### config.mk
export PLATFORM = sky130hd
export DESIGN_NAME = acq_cycle_ctrl
export DESIGN_NICKNAME = d
export VERILOG_FILES = /design/src/rtl/acq_cyc_pkg.sv /design/src/rtl/acq_bx_gen.sv /design/src/rtl/acq_phase_timer.sv /design/src/rtl/acq_period_gate.sv /design/src/rtl/acq_cycle_ctrl.sv
export SDC_FILE = /design/constraint.sdc
export NUM_CORES = 1
export LEC_CHECK = 0
export BUFFER_PORTS_ARGS = -buffer_cell sky130_fd_sc_hd__buf_2
export CAP_MARGIN = 25
export CORE_MARGIN = 1
export CORE_UTILIZATION = 35
export DETAILED_ROUTE_END_ITERATION = 10
export PLACE_DENSITY = 0.53
export SYNTH_ARGS = -nofsm -noshare
export SYNTH_HDL_FRONTEND = slang
export SYNTH_SLANG_ARGS = --single-unit
### constraint.sdc
create_clock -name clk_i -period 4.17 [get_ports clk_i]
set_input_delay 0.417 -clock clk_i [delete_from_list [all_inputs] [get_ports clk_i]]
set_output_delay 0.417 -clock clk_i [all_outputs]
set_load 0.02 [all_outputs]
### src/rtl/acq_cyc_pkg.sv
package acq_cyc_pkg;

   typedef enum logic [2:0] {
      PH_IDLE   = 3'd0,
      PH_ACQ    = 3'd1,
      PH_CONV   = 3'd2,
      PH_CHIPXF = 3'd3,
      PH_LINKXF = 3'd4
   } phase_e;

endpackage

### src/rtl/acq_bx_gen.sv
module acq_bx_gen #(
   parameter int DIV_TB  = 8,
   parameter int DIV_COL = 2,
   parameter int CNT_W   = 8
) (
   input  logic             clk_i,
   input  logic             rst_ni,
   input  logic             run_i,
   input  logic             clear_i,
   input  logic             sel_col_i,
   output logic             tick_o,
   output logic [CNT_W-1:0] cnt_o
);

   localparam int DMAX = (DIV_TB > DIV_COL) ? DIV_TB : DIV_COL;
   localparam int DW   = (DMAX > 1) ? $clog2(DMAX) : 1;

   logic [CNT_W-1:0] cnt_q;

   generate
      if (DMAX == 1) begin : g_every_cycle
         logic unused_sel;
         assign unused_sel = sel_col_i;
         assign tick_o     = run_i;
      end else begin : g_divider
         localparam logic [DW-1:0] LAST_TB  = DW'(DIV_TB - 1);
         localparam logic [DW-1:0] LAST_COL = DW'(DIV_COL - 1);
         logic [DW-1:0] div_q;
         logic [DW-1:0] last;
         assign last   = sel_col_i ? LAST_COL : LAST_TB;
         assign tick_o = run_i && (div_q == last);
         always_ff @(posedge clk_i or negedge rst_ni) begin
            if (!rst_ni) begin
               div_q <= '0;
            end else if (!run_i || div_q == last) begin
               div_q <= '0;
            end else begin
               div_q <= div_q + 1'b1;
            end
         end
      end
   endgenerate

   always_ff @(posedge clk_i or negedge rst_ni) begin
      if (!rst_ni) begin
         cnt_q <= '0;
      end else if (clear_i) begin
         cnt_q <= '0;
      end else if (tick_o && cnt_q != '1) begin
         cnt_q <= cnt_q + 1'b1;
      end
   end

   assign cnt_o = cnt_q;

endmodule

### src/rtl/acq_phase_timer.sv
module acq_phase_timer #(
   parameter int W = 10
) (
   input  logic         clk_i,
   input  logic         rst_ni,
   input  logic         restart_i,
   output logic [W-1:0] cnt_o
);

   logic [W-1:0] cnt_q;

   always_ff @(posedge clk_i or negedge rst_ni) begin
      if (!rst_ni) begin
         cnt_q <= '0;
      end else if (restart_i) begin
         cnt_q <= '0;
      end else if (cnt_q != '1) begin
         cnt_q <= cnt_q + 1'b1;
      end
   end

   assign cnt_o = cnt_q;

endmodule

### src/rtl/acq_period_gate.sv
module acq_period_gate #(
   parameter int PERIOD = 200,
   parameter int WINDOW = 20
) (
   input  logic clk_i,
   input  logic rst_ni,
   input  logic start_i,
   input  logic in_acq_i,
   output logic period_ok_o,
   output logic window_end_o
);

   localparam int PW = $clog2(PERIOD + 1);
   localparam int WW = $clog2(WINDOW + 1);
   localparam logic [PW-1:0] P_LAST = PW'(PERIOD - 1);
   localparam logic [WW-1:0] W_LAST = WW'(WINDOW - 1);

   logic [PW-1:0] per_q;
   logic [WW-1:0] win_q;

   always_ff @(posedge clk_i or negedge rst_ni) begin
      if (!rst_ni) begin
         per_q <= P_LAST;
      end else if (start_i) begin
         per_q <= '0;
      end else if (per_q != P_LAST) begin
         per_q <= per_q + 1'b1;
      end
   end

   always_ff @(posedge clk_i or negedge rst_ni) begin
      if (!rst_ni) begin
         win_q <= '0;
      end else if (!in_acq_i) begin
         win_q <= '0;
      end else if (win_q != W_LAST) begin
         win_q <= win_q + 1'b1;
      end
   end

   assign period_ok_o  = (per_q == P_LAST);
   assign window_end_o = (win_q == W_LAST);

endmodule

### src/rtl/acq_cycle_ctrl.sv
module acq_cycle_ctrl
   import acq_cyc_pkg::*;
#(
   parameter int N_CHIPS    = 4,
   parameter int N_LINKS    = 3,
   parameter int BX_DIV_TB  = 8,
   parameter int BX_DIV_COL = 2,
   parameter int COL_PERIOD = 200,
   parameter int COL_WINDOW = 20,
   parameter int BXCNT_W    = 8,
   parameter int TMO_W      = 10
) (
   input  logic               clk_i,
   input  logic               rst_ni,
   input  logic               spill_i,
   input  logic               mode_col_i,
   input  logic [TMO_W-1:0]   tmo_limit_i,
   input  logic [N_CHIPS-1:0] chip_ready_i,
   input  logic [N_CHIPS-1:0] chip_full_i,
   input  logic [N_CHIPS-1:0] chip_conv_done_i,
   input  logic [N_CHIPS-1:0] chip_xfer_done_i,
   input  logic [N_LINKS-1:0] link_done_i,
   output logic               start_acq_o,
   output logic               acq_active_o,
   output logic               bx_en_o,
   output logic [BXCNT_W-1:0] bx_cnt_o,
   output logic               busy_o,
   output logic               tmo_err_o
);

   generate
      if (N_CHIPS < 1) begin : g_bad_chips
         $error("acq_cycle_ctrl: N_CHIPS must be at least 1");
      end
      if (N_LINKS < 1) begin : g_bad_links
         $error("acq_cycle_ctrl: N_LINKS must be at least 1");
      end
      if (BX_DIV_TB < 1 || BX_DIV_COL < 1) begin : g_bad_div
         $error("acq_cycle_ctrl: bunch-crossing divisors must be at least 1");
      end
      if (COL_WINDOW < 1 || COL_PERIOD <= COL_WINDOW) begin : g_bad_period
         $error("acq_cycle_ctrl: need 1 <= COL_WINDOW < COL_PERIOD");
      end
      if (BXCNT_W < 5) begin : g_bad_bxw
         $error("acq_cycle_ctrl: BXCNT_W must hold at least 16 crossings");
      end
   endgenerate

   phase_e st_q, st_d;
   logic   mode_q, start_q, err_q;
   logic   all_ready, any_full, conv_all, xfer_all, link_all;
   logic   go_start, tmo_hit, phase_chg, expired;
   logic   period_ok, window_end;
   logic [TMO_W-1:0] tmr;

   assign all_ready = &chip_ready_i;
   assign any_full  = |chip_full_i;
   assign conv_all  = &chip_conv_done_i;
   assign xfer_all  = &chip_xfer_done_i;
   assign link_all  = &link_done_i;
   assign expired   = (tmr == tmo_limit_i);

   assign go_start = (st_q == PH_IDLE) && spill_i && all_ready &&
                     (!mode_col_i || period_ok);

   always_comb begin
      st_d    = st_q;
      tmo_hit = 1'b0;
      unique case (st_q)
         PH_IDLE: begin
            if (go_start) st_d = PH_ACQ;
         end
         PH_ACQ: begin
            if (any_full || !spill_i || (mode_q && window_end)) st_d = PH_CONV;
         end
         PH_CONV: begin
            if (conv_all) begin
               st_d = PH_CHIPXF;
            end else if (expired) begin
               st_d    = PH_IDLE;
               tmo_hit = 1'b1;
            end
         end
         PH_CHIPXF: begin
            if (xfer_all) begin
               st_d = PH_LINKXF;
            end else if (expired) begin
               st_d    = PH_IDLE;
               tmo_hit = 1'b1;
            end
         end
         PH_LINKXF: begin
            if (link_all || expired) begin
               st_d    = PH_IDLE;
               tmo_hit = !link_all;
            end
         end
         default: st_d = PH_IDLE;
      endcase
   end

   assign phase_chg = (st_d != st_q);

   always_ff @(posedge clk_i or negedge rst_ni) begin
      if (!rst_ni) begin
         st_q    <= PH_IDLE;
         mode_q  <= 1'b0;
         start_q <= 1'b0;
         err_q   <= 1'b0;
      end else begin
         st_q    <= st_d;
         start_q <= go_start;
         if (st_q == PH_IDLE) mode_q <= mode_col_i;
         if (go_start) begin
            err_q <= 1'b0;
         end else if (tmo_hit) begin
            err_q <= 1'b1;
         end
      end
   end

   acq_bx_gen #(
      .DIV_TB  (BX_DIV_TB),
      .DIV_COL (BX_DIV_COL),
      .CNT_W   (BXCNT_W)
   ) u_bx (
      .clk_i     (clk_i),
      .rst_ni    (rst_ni),
      .run_i     (st_q == PH_ACQ),
      .clear_i   (go_start),
      .sel_col_i (mode_q),
      .tick_o    (bx_en_o),
      .cnt_o     (bx_cnt_o)
   );

   acq_phase_timer #(
      .W (TMO_W)
   ) u_tmr (
      .clk_i     (clk_i),
      .rst_ni    (rst_ni),
      .restart_i (phase_chg),
      .cnt_o     (tmr)
   );

   acq_period_gate #(
      .PERIOD (COL_PERIOD),
      .WINDOW (COL_WINDOW)
   ) u_gate (
      .clk_i        (clk_i),
      .rst_ni       (rst_ni),
      .start_i      (go_start),
      .in_acq_i     (st_q == PH_ACQ),
      .period_ok_o  (period_ok),
      .window_end_o (window_end)
   );

   assign start_acq_o  = start_q;
   assign acq_active_o = (st_q == PH_ACQ);
   assign busy_o       = (st_q == PH_CONV) || (st_q == PH_CHIPXF) || (st_q == PH_LINKXF);
   assign tmo_err_o    = err_q;

endmodule

# Yosys cells after proc, flatten, opt, wreduce, memory -nomap -nowiden
# Cells that the tools add are included.
# totals
regBits,40
inputBits,33
out_inout_bits,13
word_cells,79
# classes
addsub,5
n_eq_ne,14
muxes,24
reduce_logical,27
# ops
operator,count
8-bit 2-to-1 mux,4
3-bit 2-to-1 mux,8
10-bit 2-to-1 mux,2
"8-bit by 1-bit adder with 8-bit output, second input constant",2
"8-bit != test, second input constant",2
3-bit one-hot mux with 5 select lines,1
4-bit AND reduction,3
"10-bit by 1-bit adder with 10-bit output, second input constant",1
10-bit equality test,1
5-bit 2-to-1 mux,2
"10-bit != test, second input constant",1
"8-bit equality test, second input constant",1
2-bit nonzero test,4
1-bit logical OR,7
"3-bit by 2-bit equality test with 1-bit output, second input constant",2
1-bit logical AND,6
1-bit 2-to-1 mux,6
"5-bit by 1-bit adder with 5-bit output, second input constant",1
"5-bit equality test, second input constant",1
"5-bit != test, second input constant",1
1-bit zero test,4
4-bit OR reduction,1
"3-bit by 1-bit adder with 3-bit output, second input constant",1
"3-bit by 1-bit equality test with 1-bit output, second input constant",1
other kinds (7),7

# Logic depth before layout (Yosys ltp)
# logic_depth
depth_word,8
ltp_mapped,7

# Hierarchy
# A second synthesis with hierarchy kept.
# hier_totals
cells_unflattened,248
hier_area_um2,2443.6
# by_module_without_submodules
mod,instances,cells_per_inst,area_each_um2,seq_area_each_um2
acq_period_gate,1,61,671.9,331.6
acq_bx_gen,1,69,639.4,275.3
acq_phase_timer,1,59,584.3,250.2
acq_cycle_ctrl,1,59,548.0,150.1

# Least setup slack after synthesis
# Ideal clock, no wire load.
# synth_timing
path_kind,register to register
from,register u_gate.per_q[0]
to,register u_tmr.cnt_q[2] (netlist: u_tmr.cnt_o[2])
t_arrival_ns,1.905
required_time_ns,4.028
slack_ns,2.124
path_stages_with_launch,8
path_buffers,0
synth_period_minus_slack_ns,2.046
cell_sequence,dfstp_2 ha_1 and2_1 nand4_1 a21oi_4 a211oi_1 a211oi_4 nor4_1
# synth_between
elab_chain_cells,7
# synth_rtl
element,line_no,rtl
from (decl),acq_period_gate.sv:18,logic [PW-1:0] per_q;
from (signal assigned),acq_period_gate.sv:27,per_q <= per_q + 1'b1;
8-bit equality test (*),acq_period_gate.sv:41,assign period_ok_o = (per_q == P_LAST);
1-bit logical OR (*),acq_cycle_ctrl.sv:64,(!mode_col_i || period_ok);
1-bit logical AND (*),acq_cycle_ctrl.sv:63,assign go_start = (st_q == PH_IDLE) && spill_i && all_ready &&
3-bit 2-to-1 mux (*),acq_cycle_ctrl.sv:71,if (go_start) st_d = PH_ACQ;
3-bit one-hot mux with 5 select lines (*),acq_cycle_ctrl.sv:69,unique case (st_q)
3-bit != test (*),acq_cycle_ctrl.sv:102,assign phase_chg = (st_d != st_q);
10-bit 2-to-1 mux / 2-bit nonzero test (equally long branches),n/a,
to (signal assigned),acq_phase_timer.sv:18,cnt_q <= cnt_q + 1'b1;
to (decl),acq_phase_timer.sv:10,logic [W-1:0] cnt_q;
# Every way passes the cells marked *; elsewhere a longest branch is shown, timed or not.
# A chain may end at the register's enable or synchronous reset.

# Worst setup path after layout
# Same ends and word-level chain as after synthesis.

==> out/summary.txt <==
clk root buf - clkbuf_8
Total Power - 1.25 mW
DR iter-0 viols - 86
Total Routing Usage GR - 0.153
Total Wirelength - 4.59 mm
max_cap viols - 0
Sw Pwr - 0.417 mW
Skew-Pair Late Insertion Delay - 0.29 ns
share of cells above drive strength 1 - 0.251
CTS tree - built
YS warnings - 0
synthesized cell area - 2210 sq um
Fmax - 399 MHz
Die Width - 81.4 microns
post-CTS sizing - 0
GPL Wtd Cong - 0.790
routed len/inst - 13.1 microns
Residual DRC - 0
HPWL after DPL - 3.38 mm
Crit-path slowest cell - dfstp_2
Top Ports - 46
crit-path max FO - 18
antenna viol nets, final - 0
Worst Tran Pin Value - 0.885 ns
Tmin final - 2.51 ns
CTS hold repair buffers - 0
outcome - completed
critical path required time - 4.32 ns
FF+latch count, synth - 40
Crit Path Class - reg -> reg
top cells by area, synth - dfrtp_1 (40%), xor2_1 (6.7%), dfstp_2 (6.0%), xnor2_1 (6.0%), nor2_1 (5.4%)
Vert. Die Dim - 81.4 microns
Power Density - 476 nW/um^2
max-slew violations - 0
Internal - 0.833 mW
Max Buffers Root-to-Sink - 2
antenna diode count - 0
Synth top area share - 0.397
CTS buffer count - 5
Slew headroom - 0.410
largest net degree at the start of global routing - 41
# setup viols final - 0
buffers added on ports - 45
Worst Setup End Kind - flip-flop
H-tree depth - 2
Seq pwr share - 0.487
first-pass GRT wire length - 7.53 mm
Post-CTS Setup Bufs - 0
total number of vias - 1756
Synth Area per Inst - 9.85 sq um
Die Area - 6630 sq um
# rows - 28
Worst path max stage delay - 0.55 ns
crit path DAT - 2.66 ns
dominant cell type by area after synthesis - dfrtp_1
worst hold slack - 0.239 ns
maximum VDD drop - 0.000174 V
total clock sinks - 40
sequential share of the synthesized area - 0.456
dpl cells - 342
Synth Flop Type - dfrtp_1
worst hold path type - in -> async
Comb power frac - 0.263
syn_nets - 262
unique cell type count in the Yosys netlist - 45
clock skew - 0.00759 ns
final worst-path cycle share - 0.601
clock share of power - 0.250
vias per inst - 5.02
asr flop ratio synth - 1.00
fin nets - 312
Seq. cell area - 1010 sq um
RSZ-0062 raised after global routing - no
Syn-to-layout area delta - 18.9%
critical path, cell by cell - ha_1, and2_1, nand4_1, a21oi_4, a211oi_1, a211oi_4, nor4_1
Post-Layout Cell Count - 350
Sw Ratio - 0.333
vias in the first global route - 1625
Detailed Routing Iterations Pass 1 - 4
Setup crit start kind - flip-flop
aggregate global routing overflow - 0
Multi-input gate area - 1170 sq um
fillers - 597
leakage power total - 1.19 nW
Post-synth EDFFs - 0
Worst-path clk slew - 0.08 ns
initial antenna violation count - 0
endpoints failing hold - 0
Core Region - 5990 sq um
Mapped Cells - 224
Starting Density - 0.368
Fin Setup TNS - 0 ns
[synth_stat cells, types with 2 or more instances]
cell      count
and4_1        2
nor4_1        2
ha_1          5
and2_1        2
or2b_1        2
nand3b_1      2
inv_1         5
xnor2_1      15
nand2_1      13
nor3_2        2
nor3_1       14
xor2_1       17
a21o_1        2
o21ai_0       8
and3_1        8
dfrtp_1      35
nor3b_1       2
a21oi_1       2
a211oi_1      2
mux2i_1       3
dfstp_2       5
nand4_1       8
nand3_1      15
nor2_1       32
[cells by family (layout without fill, tap and decap cells)]
group / after synthesis / in the layout / share of synthesized area
simple gates: 113 / 113 / 0.277
xor+xnor: 32 / 32 / 0.127
fa+ha+maj: 5 / 5 / 0.0283
mux: 4 / 4 / 0.0187
flops: 40 / 40 / 0.456
buf+inv: 8 / 59 / 0.0142
compound gates: 22 / 22 / 0.0788
[through the flow]
stage               setup WS [ns]   util  area (sq um)
floorplan                    2.12      -          2210
global placement             1.70  0.420          2520
detailed placement           1.65  0.420          2520
CTS                          1.64  0.438          2630
global route                 1.40  0.438          2630
finish                       1.66  0.438          2630
[worst paths after layout]
path                                                   startpoint                           endpoint  slack (ns)  cells past startpoint
worst max-delay path                  u_gate.per_q[0]$_DFFE_PN1P_         u_tmr.cnt_o[2]$_DFFE_PN0P_        1.66                      7
worst min-delay path                                       rst_ni          u_bx.cnt_o[3]$_DFFE_PN0P_        0.24                      1
worst max register to register        u_gate.per_q[0]$_DFFE_PN1P_         u_tmr.cnt_o[2]$_DFFE_PN0P_        1.66                      7
worst min register to register  u_bx.g_divider.div_q[0]$_DFF_PN0_  u_bx.g_divider.div_q[0]$_DFF_PN0_        0.46                      1
max in group asynchronous                                  rst_ni                  st_q[1]$_DFF_PN0_        3.37                      1
min in group clk_i                                     mode_col_i                 mode_q$_DFFE_PN0N_        0.43                      2
[metal layers]
| metal | share of wire | wire length (microns) | GRT usage |
|---|---|---|---|
| met1 | 0.46 | 2110 | 0.201 |
| met2 | 0.48 | 2210 | 0.247 |
| met3 | 0.046 | 210 | 0.0344 |
| met4 | 0.013 | 60 | 0.0536 |
| met5 | 0 | 0 | 0 |
[power groups by stage]
stage	clock network [mW]	logic (mW)	registers [mW]
2_1_floorplan	0	0.225	0.618
3_3_place_gp	0	0.325	0.616
3_5_place_dp	0	0.329	0.615
4_1_cts	0.322	0.333	0.608
5_1_grt	0.340	0.371	0.627
6_report	0.313	0.328	0.608
[flip-flops by register name, summed over array words and instances, names as in the netlist]
signal,flops
tmo_err_o,1
u_bx.cnt_o,8
start_acq_o,1
u_gate.win_q,5
u_tmr.cnt_o,10
u_bx.g_divider.div_q,3
mode_q,1
st_q,3
u_gate.per_q,8
[critical path: cells and delay by family (launching register included)]
kind                       cells  cell delay, ns
AOI/OAI and AO/OA              3            1.12
DFF                            1            0.55
and+or+nand+nor                3            0.53
adders and majority gates      1            0.16
[cells in the final DEF (no fill, tap or decap), types with 2 or more instances in the layout]
master / instances
clkbuf_8: 5
nand2_1: 13
a21oi_1: 2
o21ai_0: 8
xor2_1: 17
dfrtp_1: 35
xnor2_1: 15
dfstp_2: 5
ha_1: 5
nor3_2: 2
mux2i_1: 3
nand3_1: 15
buf_2: 45
or2b_1: 2
nor3_1: 14
nor4_1: 2
nand3b_1: 2
a21o_1: 2
nor2_1: 32
and2_1: 2
inv_1: 5
and4_1: 2
nor3b_1: 2
a211oi_1: 2
nand4_1: 8
and3_1: 8
[cell type report]
cell class                      count  area share
Clock buffer                        6      0.0276
Tap cell                           75      0.0357
Timing Repair Buffer               45      0.0858
Inverter                            6     0.00858
Multi-Input combinational cell    176       0.445
Sequential cell                    40       0.384
Clock inverter                      2      0.0133
Power figures use the tool's default switching activity.
